`src/rtl/exec_pkg.sv`:
```
package exec_pkg;

  localparam int EX_DATA_W  = 8;
  localparam int EX_INSTR_W = 12;
  localparam int EX_FADDR_W = 5;
  localparam int EX_BIDX_W  = 3;
  localparam int EX_FLAG_W  = 3;

  localparam int FLG_C  = 0;
  localparam int FLG_DC = 1;
  localparam int FLG_Z  = 2;

  typedef enum logic [3:0] {
    FN_PASSF, FN_PASSB, FN_ADD, FN_SUB, FN_AND, FN_IOR, FN_XOR, FN_COM,
    FN_INC, FN_DEC, FN_RLF, FN_RRF, FN_SWAP, FN_ZERO, FN_BCLR, FN_BSET
  } alu_fn_e;

  typedef enum logic [1:0] {
    SK_NONE, SK_ZERO, SK_BITCLR, SK_BITSET
  } skip_e;

  typedef struct packed {
    alu_fn_e                 fn;
    logic                    use_lit;
    logic                    to_file;
    logic                    wr;
    logic [EX_FLAG_W-1:0]    upd;
    skip_e                   skip_kind;
    logic [EX_BIDX_W-1:0]    bit_idx;
    logic [EX_FADDR_W-1:0]   faddr;
    logic [EX_DATA_W-1:0]    lit;
  } dec_t;

endpackage

```
`src/rtl/exec_decode.sv`:
```
module exec_decode
  import exec_pkg::*;
(
  input  logic [EX_INSTR_W-1:0] instr,
  output dec_t                  dec
);

  localparam logic [EX_FLAG_W-1:0] UPD_NONE = 3'b000;
  localparam logic [EX_FLAG_W-1:0] UPD_Z    = 3'b100;
  localparam logic [EX_FLAG_W-1:0] UPD_C    = 3'b001;
  localparam logic [EX_FLAG_W-1:0] UPD_ALL  = 3'b111;

  logic [1:0] grp;
  logic [1:0] sub;
  logic [5:0] op6;
  logic       dbit;

  assign grp  = instr[11:10];
  assign sub  = instr[9:8];
  assign op6  = instr[11:6];
  assign dbit = instr[5];

  always_comb begin
    dec           = '0;
    dec.fn        = FN_PASSF;
    dec.skip_kind = SK_NONE;
    dec.upd       = UPD_NONE;
    dec.to_file   = dbit;
    dec.bit_idx   = instr[7:5];
    dec.faddr     = instr[4:0];
    dec.lit       = instr[7:0];
    unique case (grp)
      2'b11: begin
        dec.use_lit = 1'b1;
        dec.wr      = 1'b1;
        dec.to_file = 1'b0;
        unique case (sub)
          2'b00: dec.fn = FN_PASSB;
          2'b01: begin dec.fn = FN_IOR; dec.upd = UPD_Z; end
          2'b10: begin dec.fn = FN_AND; dec.upd = UPD_Z; end
          default: begin dec.fn = FN_XOR; dec.upd = UPD_Z; end
        endcase
      end
      2'b01: begin
        dec.to_file = 1'b1;
        unique case (sub)
          2'b00: begin dec.fn = FN_BCLR; dec.wr = 1'b1; end
          2'b01: begin dec.fn = FN_BSET; dec.wr = 1'b1; end
          2'b10: dec.skip_kind = SK_BITCLR;
          default: dec.skip_kind = SK_BITSET;
        endcase
      end
      2'b00: begin
        unique case (op6)
          6'b000000: begin
            if (dbit) begin
              dec.fn = FN_PASSB;
              dec.wr = 1'b1;
            end
          end
          6'b000001: begin
            if (dbit) begin
              dec.fn  = FN_ZERO;
              dec.wr  = 1'b1;
              dec.upd = UPD_Z;
            end else if (instr[4:0] == '0) begin
              dec.fn  = FN_ZERO;
              dec.wr  = 1'b1;
              dec.upd = UPD_Z;
            end
          end
          6'b000010: begin dec.fn = FN_SUB;   dec.wr = 1'b1; dec.upd = UPD_ALL; end
          6'b000011: begin dec.fn = FN_DEC;   dec.wr = 1'b1; dec.upd = UPD_Z;   end
          6'b000100: begin dec.fn = FN_IOR;   dec.wr = 1'b1; dec.upd = UPD_Z;   end
          6'b000101: begin dec.fn = FN_AND;   dec.wr = 1'b1; dec.upd = UPD_Z;   end
          6'b000110: begin dec.fn = FN_XOR;   dec.wr = 1'b1; dec.upd = UPD_Z;   end
          6'b000111: begin dec.fn = FN_ADD;   dec.wr = 1'b1; dec.upd = UPD_ALL; end
          6'b001000: begin dec.fn = FN_PASSF; dec.wr = 1'b1; dec.upd = UPD_Z;   end
          6'b001001: begin dec.fn = FN_COM;   dec.wr = 1'b1; dec.upd = UPD_Z;   end
          6'b001010: begin dec.fn = FN_INC;   dec.wr = 1'b1; dec.upd = UPD_Z;   end
          6'b001011: begin dec.fn = FN_DEC;   dec.wr = 1'b1; dec.skip_kind = SK_ZERO; end
          6'b001100: begin dec.fn = FN_RRF;   dec.wr = 1'b1; dec.upd = UPD_C;   end
          6'b001101: begin dec.fn = FN_RLF;   dec.wr = 1'b1; dec.upd = UPD_C;   end
          6'b001110: begin dec.fn = FN_SWAP;  dec.wr = 1'b1; end
          default:   begin dec.fn = FN_INC;   dec.wr = 1'b1; dec.skip_kind = SK_ZERO; end
        endcase
      end
      default: ;
    endcase
  end

endmodule

```
`src/rtl/exec_alu.sv`:
```
module exec_alu #(
  parameter int DATA_W = 8,
  parameter int BIDX_W = 3
) (
  input  exec_pkg::alu_fn_e  fn,
  input  logic [DATA_W-1:0]  opa,
  input  logic [DATA_W-1:0]  opb,
  input  logic [BIDX_W-1:0]  bit_idx,
  input  logic               cin,
  output logic [DATA_W-1:0]  result,
  output logic               cout,
  output logic               dcout,
  output logic               zero,
  output logic               bit_val
);
  import exec_pkg::*;

  localparam int NIB = DATA_W / 2;

  logic [DATA_W-1:0] bmask;
  logic [DATA_W-1:0] addend;
  logic              add_cin;
  logic [DATA_W:0]   sum_full;
  logic [NIB:0]      sum_low;

  for (genvar i = 0; i < DATA_W; i++) begin : g_mask
    assign bmask[i] = (bit_idx == BIDX_W'(i));
  end

  assign bit_val  = |(opa & bmask);
  assign addend   = (fn == FN_SUB) ? ~opb : opb;
  assign add_cin  = (fn == FN_SUB);
  assign sum_full = {1'b0, opa} + {1'b0, addend} + {{DATA_W{1'b0}}, add_cin};
  assign sum_low  = {1'b0, opa[NIB-1:0]} + {1'b0, addend[NIB-1:0]} + {{NIB{1'b0}}, add_cin};

  always_comb begin
    result = opa;
    cout   = cin;
    dcout  = sum_low[NIB];
    unique case (fn)
      FN_PASSF: result = opa;
      FN_PASSB: result = opb;
      FN_ADD, FN_SUB: begin
        result = sum_full[DATA_W-1:0];
        cout   = sum_full[DATA_W];
      end
      FN_AND:  result = opa & opb;
      FN_IOR:  result = opa | opb;
      FN_XOR:  result = opa ^ opb;
      FN_COM:  result = ~opa;
      FN_INC:  result = opa + 1'b1;
      FN_DEC:  result = opa - 1'b1;
      FN_RLF: begin
        result = {opa[DATA_W-2:0], cin};
        cout   = opa[DATA_W-1];
      end
      FN_RRF: begin
        result = {cin, opa[DATA_W-1:1]};
        cout   = opa[0];
      end
      FN_SWAP: result = {opa[NIB-1:0], opa[DATA_W-1:NIB]};
      FN_ZERO: result = '0;
      FN_BCLR: result = opa & ~bmask;
      default: result = opa | bmask;
    endcase
  end

  assign zero = (result == '0);

endmodule

```
`src/rtl/exec_outreg.sv`:
```
module exec_outreg #(
  parameter int PAY_W = 8
) (
  input  logic             clk,
  input  logic             rst_n,
  input  logic             up_valid,
  output logic             up_ready,
  input  logic [PAY_W-1:0] up_data,
  output logic             dn_valid,
  input  logic             dn_ready,
  output logic [PAY_W-1:0] dn_data
);

  logic             full_q;
  logic [PAY_W-1:0] data_q;

  assign up_ready = !full_q || dn_ready;
  assign dn_valid = full_q;
  assign dn_data  = data_q;

  always_ff @(posedge clk or negedge rst_n) begin
    if (!rst_n) begin
      full_q <= 1'b0;
      data_q <= '0;
    end else begin
      if (up_ready) full_q <= up_valid;
      if (up_valid && up_ready) data_q <= up_data;
    end
  end

endmodule

```
`src/rtl/byte_bit_exec.sv`:
```
module byte_bit_exec
  import exec_pkg::*;
#(
  parameter int DATA_W  = EX_DATA_W,
  parameter int INSTR_W = EX_INSTR_W,
  parameter int FADDR_W = EX_FADDR_W,
  parameter int FLAG_W  = EX_FLAG_W
) (
  input  logic               clk,
  input  logic               rst_n,
  input  logic               in_valid,
  output logic               in_ready,
  input  logic [INSTR_W-1:0] in_instr,
  input  logic [DATA_W-1:0]  in_wreg,
  input  logic [DATA_W-1:0]  in_fdata,
  input  logic [FLAG_W-1:0]  in_flags,
  input  logic               out_ready,
  output logic               out_valid,
  output logic [DATA_W-1:0]  out_result,
  output logic               out_to_file,
  output logic               out_wr_en,
  output logic [FADDR_W-1:0] out_faddr,
  output logic [FLAG_W-1:0]  out_flags,
  output logic               out_skip
);

  localparam int PAY_W = DATA_W + 2 + FADDR_W + FLAG_W + 1;

  dec_t              dec;
  logic [DATA_W-1:0] opa, opb, res;
  logic              c_n, dc_n, z_n, bv;
  logic [FLAG_W-1:0] calc_flags, next_flags;
  logic              skip_n;
  logic [PAY_W-1:0]  pay_in, pay_out;

  exec_decode u_dec (
    .instr (in_instr),
    .dec   (dec)
  );

  assign opa = dec.use_lit ? in_wreg : in_fdata;
  assign opb = dec.use_lit ? dec.lit : in_wreg;

  exec_alu #(.DATA_W(DATA_W), .BIDX_W(EX_BIDX_W)) u_alu (
    .fn      (dec.fn),
    .opa     (opa),
    .opb     (opb),
    .bit_idx (dec.bit_idx),
    .cin     (in_flags[FLG_C]),
    .result  (res),
    .cout    (c_n),
    .dcout   (dc_n),
    .zero    (z_n),
    .bit_val (bv)
  );

  assign calc_flags[FLG_C]  = c_n;
  assign calc_flags[FLG_DC] = dc_n;
  assign calc_flags[FLG_Z]  = z_n;

  for (genvar i = 0; i < FLAG_W; i++) begin : g_flag
    assign next_flags[i] = dec.upd[i] ? calc_flags[i] : in_flags[i];
  end

  always_comb begin
    unique case (dec.skip_kind)
      SK_ZERO:   skip_n = z_n;
      SK_BITCLR: skip_n = !bv;
      SK_BITSET: skip_n = bv;
      default:   skip_n = 1'b0;
    endcase
  end

  assign pay_in = {res, dec.to_file, dec.wr, dec.faddr, next_flags, skip_n};

  exec_outreg #(.PAY_W(PAY_W)) u_out (
    .clk      (clk),
    .rst_n    (rst_n),
    .up_valid (in_valid),
    .up_ready (in_ready),
    .up_data  (pay_in),
    .dn_valid (out_valid),
    .dn_ready (out_ready),
    .dn_data  (pay_out)
  );

  assign {out_result, out_to_file, out_wr_en, out_faddr, out_flags, out_skip} = pay_out;

endmodule

```
`config.mk`:
```
export PLATFORM = sky130hd
export DESIGN_NAME = byte_bit_exec
export DESIGN_NICKNAME = d
export VERILOG_FILES = /design/src/rtl/exec_pkg.sv /design/src/rtl/exec_decode.sv /design/src/rtl/exec_alu.sv /design/src/rtl/exec_outreg.sv /design/src/rtl/byte_bit_exec.sv
export SDC_FILE = /design/constraint.sdc
export NUM_CORES = 1
export LEC_CHECK = 0
export ABC_AREA = 1
export BUFFER_PORTS_ARGS = -buffer_cell sky130_fd_sc_hd__clkbuf_2
export CAP_MARGIN = 20
export CELL_PAD_IN_SITES_DETAIL_PLACEMENT = 1
export CELL_PAD_IN_SITES_GLOBAL_PLACEMENT = 2
export CORE_ASPECT_RATIO = 0.7
export CORE_MARGIN = 2
export CORE_UTILIZATION = 27
export CTS_CLUSTER_DIAMETER = 150
export CTS_CLUSTER_SIZE = 8
export DETAILED_ROUTE_END_ITERATION = 6
export PLACE_DENSITY = 0.8
export SLEW_MARGIN = 20
export SYNTH_ARGS = -nofsm -noshare
export SYNTH_HDL_FRONTEND = slang
export SYNTH_HIERARCHICAL = 1
export SYNTH_SLANG_ARGS = --single-unit
```
`constraint.sdc`:
```
create_clock -name clk -period 0.95 [get_ports clk]
set_clock_uncertainty 0.05 [all_clocks]
set_input_delay 0.19 -clock clk [delete_from_list [all_inputs] [get_ports clk]]
set_output_delay 0.19 -clock clk [all_outputs]
set_load 0.01 [all_outputs]
```
==> results by group <==
Outcome
  • Outcome: complete, but fails checks
  • Failing checks: negative setup slack

Worst setup path
  • Worst path slowest cell: ha_4
  • Crit path largest cell delay: 330 ps
  • Worst R2R Path Depth: 6
  • Critical path class: in2reg
  • Critical Path AT: 4060 ps
  • WP buf/inv: 6
  • Crit path depth: 31
  • Reg2reg setup slack: -260 ps
  • Cell mode on critical path: nand3_1
  • Crit start category: primary input
  • Required @ worst endpoint: ~1100 ps
  • Crit end category: flip-flop
  • Worst-path fanout max: 4
  • Largest delay contributor family on the critical path: simple AND/OR/NAND/NOR gates

Routing
  • 1st-iter DRT viols: 461
  • Drt drc: 0
  • Final ANT Viol Nets: 0
  • Drt first pass iters: 5
  • Via Count: 5794
  • Post-Route WL: between 20 and 25 mm
  • Vias per inst: 4.99
  • WL per Instance: 19.4 um

Synth
  • Post-synthesis register bit count: 20
  • Mapped Area: 3860 sq um
  • YS warnings: 6
  • Syn_nets: 760
  • Syn Inst Count: 710
  • Syn Area/Cell: 5.44 sq um
  • Sequential area share after synthesis: 0.130
  • Yosys cell types: 42

Cells and area
  • Share of cells above drive strength 1: 0.454
  • Commonest non-fill, non-tap cell in the layout: buf_4
  • Layout fillers: 1896
  • Fin nets: 1023
  • # diodes: 0
  • Area delta synth->final: 78.1%
  • Fin cells: 1162
  • Commonest cells after routing, fill and taps aside: 217 x buf_4, 208 x nand2_1, 85 x inv_1

Floorplanning
  • Die area: 15300 sq um
  • Core ar.: 14000 sq um
  • Die width: 147 um
  • I/O pin cnt: between 50 and 60
  • Std cell rows: 36
  • Initial Util: 0.276
  • Die Ht: 104 um

Timing
  • Worst slew pin tran: 823 ps
  • Post-route setup slack: -2970 ps
  • Fmax achieved: 255 MHz
  • Pins Over Slew Limit: 0
  • RSZ-0062 raised after global routing: yes
  • Fin crit share: 4.12
  • WHS: 208 ps
  • Final hold vios: 0
  • Final setup fails: 41
  • Slew Limit Headroom: 0.445
  • Final Critical Period: 3920 ps

Global routing
  • GRT Overall Usage: 0.263
  • Largest net degree at the start of global routing: 21
  • GR Overflow Total: 0
  • Initial antenna violation count: 0
  • Vias in the first global route: 5927
  • First-pass GRT wire length: 31.6 mm

Placement
  • Dpl cells: about 1100
  • Placer congestion estimate: 0.948
  • HPWL after detailed placement: ~16 mm
  • Number of port buffers: 55

Clocking
  • Root Driver: clkbuf_16
  • Clock transition at path regs: 70 ps
  • CTS H-tree depth: 1
  • Worst skew pair latency: 260 ps
  • CTS tree: yes
  • Clock buffer depth: 2
  • Clock sinks: 20
  • CTS buffer count: 3

Run
  • Max_cap viols: 0

Power
  • Internal cell power: 4.15 mW
  • Switch share: 0.432
  • Combinational Power Share: 0.682
  • P_leak: 3.69 nW
  • P per Cell Area: 1060 nW/um^2
  • Clock power frac: 0.164
  • NetSw: 3.15 mW
  • VDD IR-drop max: between 0.6 and 0.7 mV
  • Sequential power share: 0.154

Hold path
  • WHS Path Cells: 3
  • Hold WC Path Type: in2reg
-- per-stage QoR --
stage | utilization | area (sq um) | total power, mW | setup slack (ps) | TNS [ps]
after CTS | 0.449 | 6270 | 6.35 | -2660 | -30170
final | 0.492 | 6870 | 7.31 | -2970 | -33480
after global routing | 0.492 | 6870 | 7.70 | -3100 | -36150
after floorplan | - | 3980 | 2.94 | -2380 | -23620
after global placement | 0.403 | 5630 | 4.57 | -2940 | -32660
after detailed placement | 0.403 | 5630 | 4.69 | -3060 | -34400
-- worst register-to-register path, cell delays in order, from the launching register on --
cell,delay (ps)
dfrtp_1,400
nand2_2,110
buf_6,140
nand2_8,90
buf_12,150
nand2_1,100
nand2_1,60
-- routing by layer --
layer	up-vias	routed length, um	GRT usage	part of all wire
li1	2772	-	-	-
met1	2799	10300	0.378	0.46
met2	189	10500	0.424	0.47
met3	34	1250	0.0285	0.056
met4	0	462	0.0584	0.021
met5	-	0	0	0
-- Yosys cell counts, drive strengths merged --
cell type	instances	area, sq um
nand2	257	982
inv	99	372
nor2	90	375
nand3	76	385
buf	33	275
o21ai	33	169
a21oi	23	141
dfrtp	20	500
ha	14	175
xor2	10	87.6
nand4	9	56.3
nor3	9	50.1
o2111ai	8	70.1
nand3b	4	30.0
a41oi	3	26.3
clkbuf	3	11.3
o22ai	3	18.8
a31oi	2	12.5
o211ai	2	15.0
o21a	2	15.0
xnor2	2	17.5
a211oi	1	7.51
a21o	1	7.51
a221oi	1	8.76
a22o	1	8.76
and2	1	6.26
fa	1	20.0
o2bb2ai	1	8.76
or2	1	6.26
-- layout make-up --
cell class                 count  area (sq um)  area share
clock inverter                 1          30.0     0.00437
inverter                      99           398      0.0579
timing repair buffer         294          2300       0.334
clock buffer                   3          75.1      0.0109
sequential                    20           500      0.0728
tap                          190           238      0.0346
multi-input combinational    555          3340       0.485
-- flip-flops by register name, summed over array words and instances (netlist names) --
name	flops
u_out/dn_data	19
u_out/dn_valid	1
-- timing repair --
item                                   in CTS  in global routing
pin swaps                                  36                 78
endpoints found under the hold margin      20                  0
gates resized for setup                    56                111
gates cloned                                4                  0
hold buffers                                1                  0
buffers inserted                           26                 25
setup endpoints to repair                  40                 41
-- power by group through the flow --
stage	Clock [mW]	Sequential [mW]	Combinational [mW]
final	1.20	1.12	4.98
after global routing	1.25	1.14	5.32
after CTS	1.16	1.10	4.09
after detailed placement	0	1.12	3.56
after global placement	0	1.11	3.46
after floorplan	0	1.19	1.75
-- cells by family after synthesis --
group | count (synthesis) | share of synthesized area
fa+ha+maj | 15 | 0.0506
flops | 20 | 0.130
xor+xnor | 12 | 0.0272
compound gates | 81 | 0.132
simple gates | 447 | 0.490
buf+inv | 135 | 0.170
-- final timing paths --
check | start | endpoint
min in group asynchronous | rst_n | u_out/dn_data[11]$_DFFE_PN0P_
worst min register to register | u_out/dn_data[4]$_DFFE_PN0P_ | u_out/dn_data[4]$_DFFE_PN0P_
max in group asynchronous | rst_n | u_out/dn_data[3]$_DFFE_PN0P_
worst max-delay path | in_instr[11] | u_out/dn_data[0]$_DFFE_PN0P_
worst min-delay path | in_valid | u_out/dn_data[14]$_DFFE_PN0P_
worst max register to register | u_out/dn_valid$_DFFE_PN0P_ | u_out/dn_data[9]$_DFFE_PN0P_
Power figures use the tool's default switching activity.
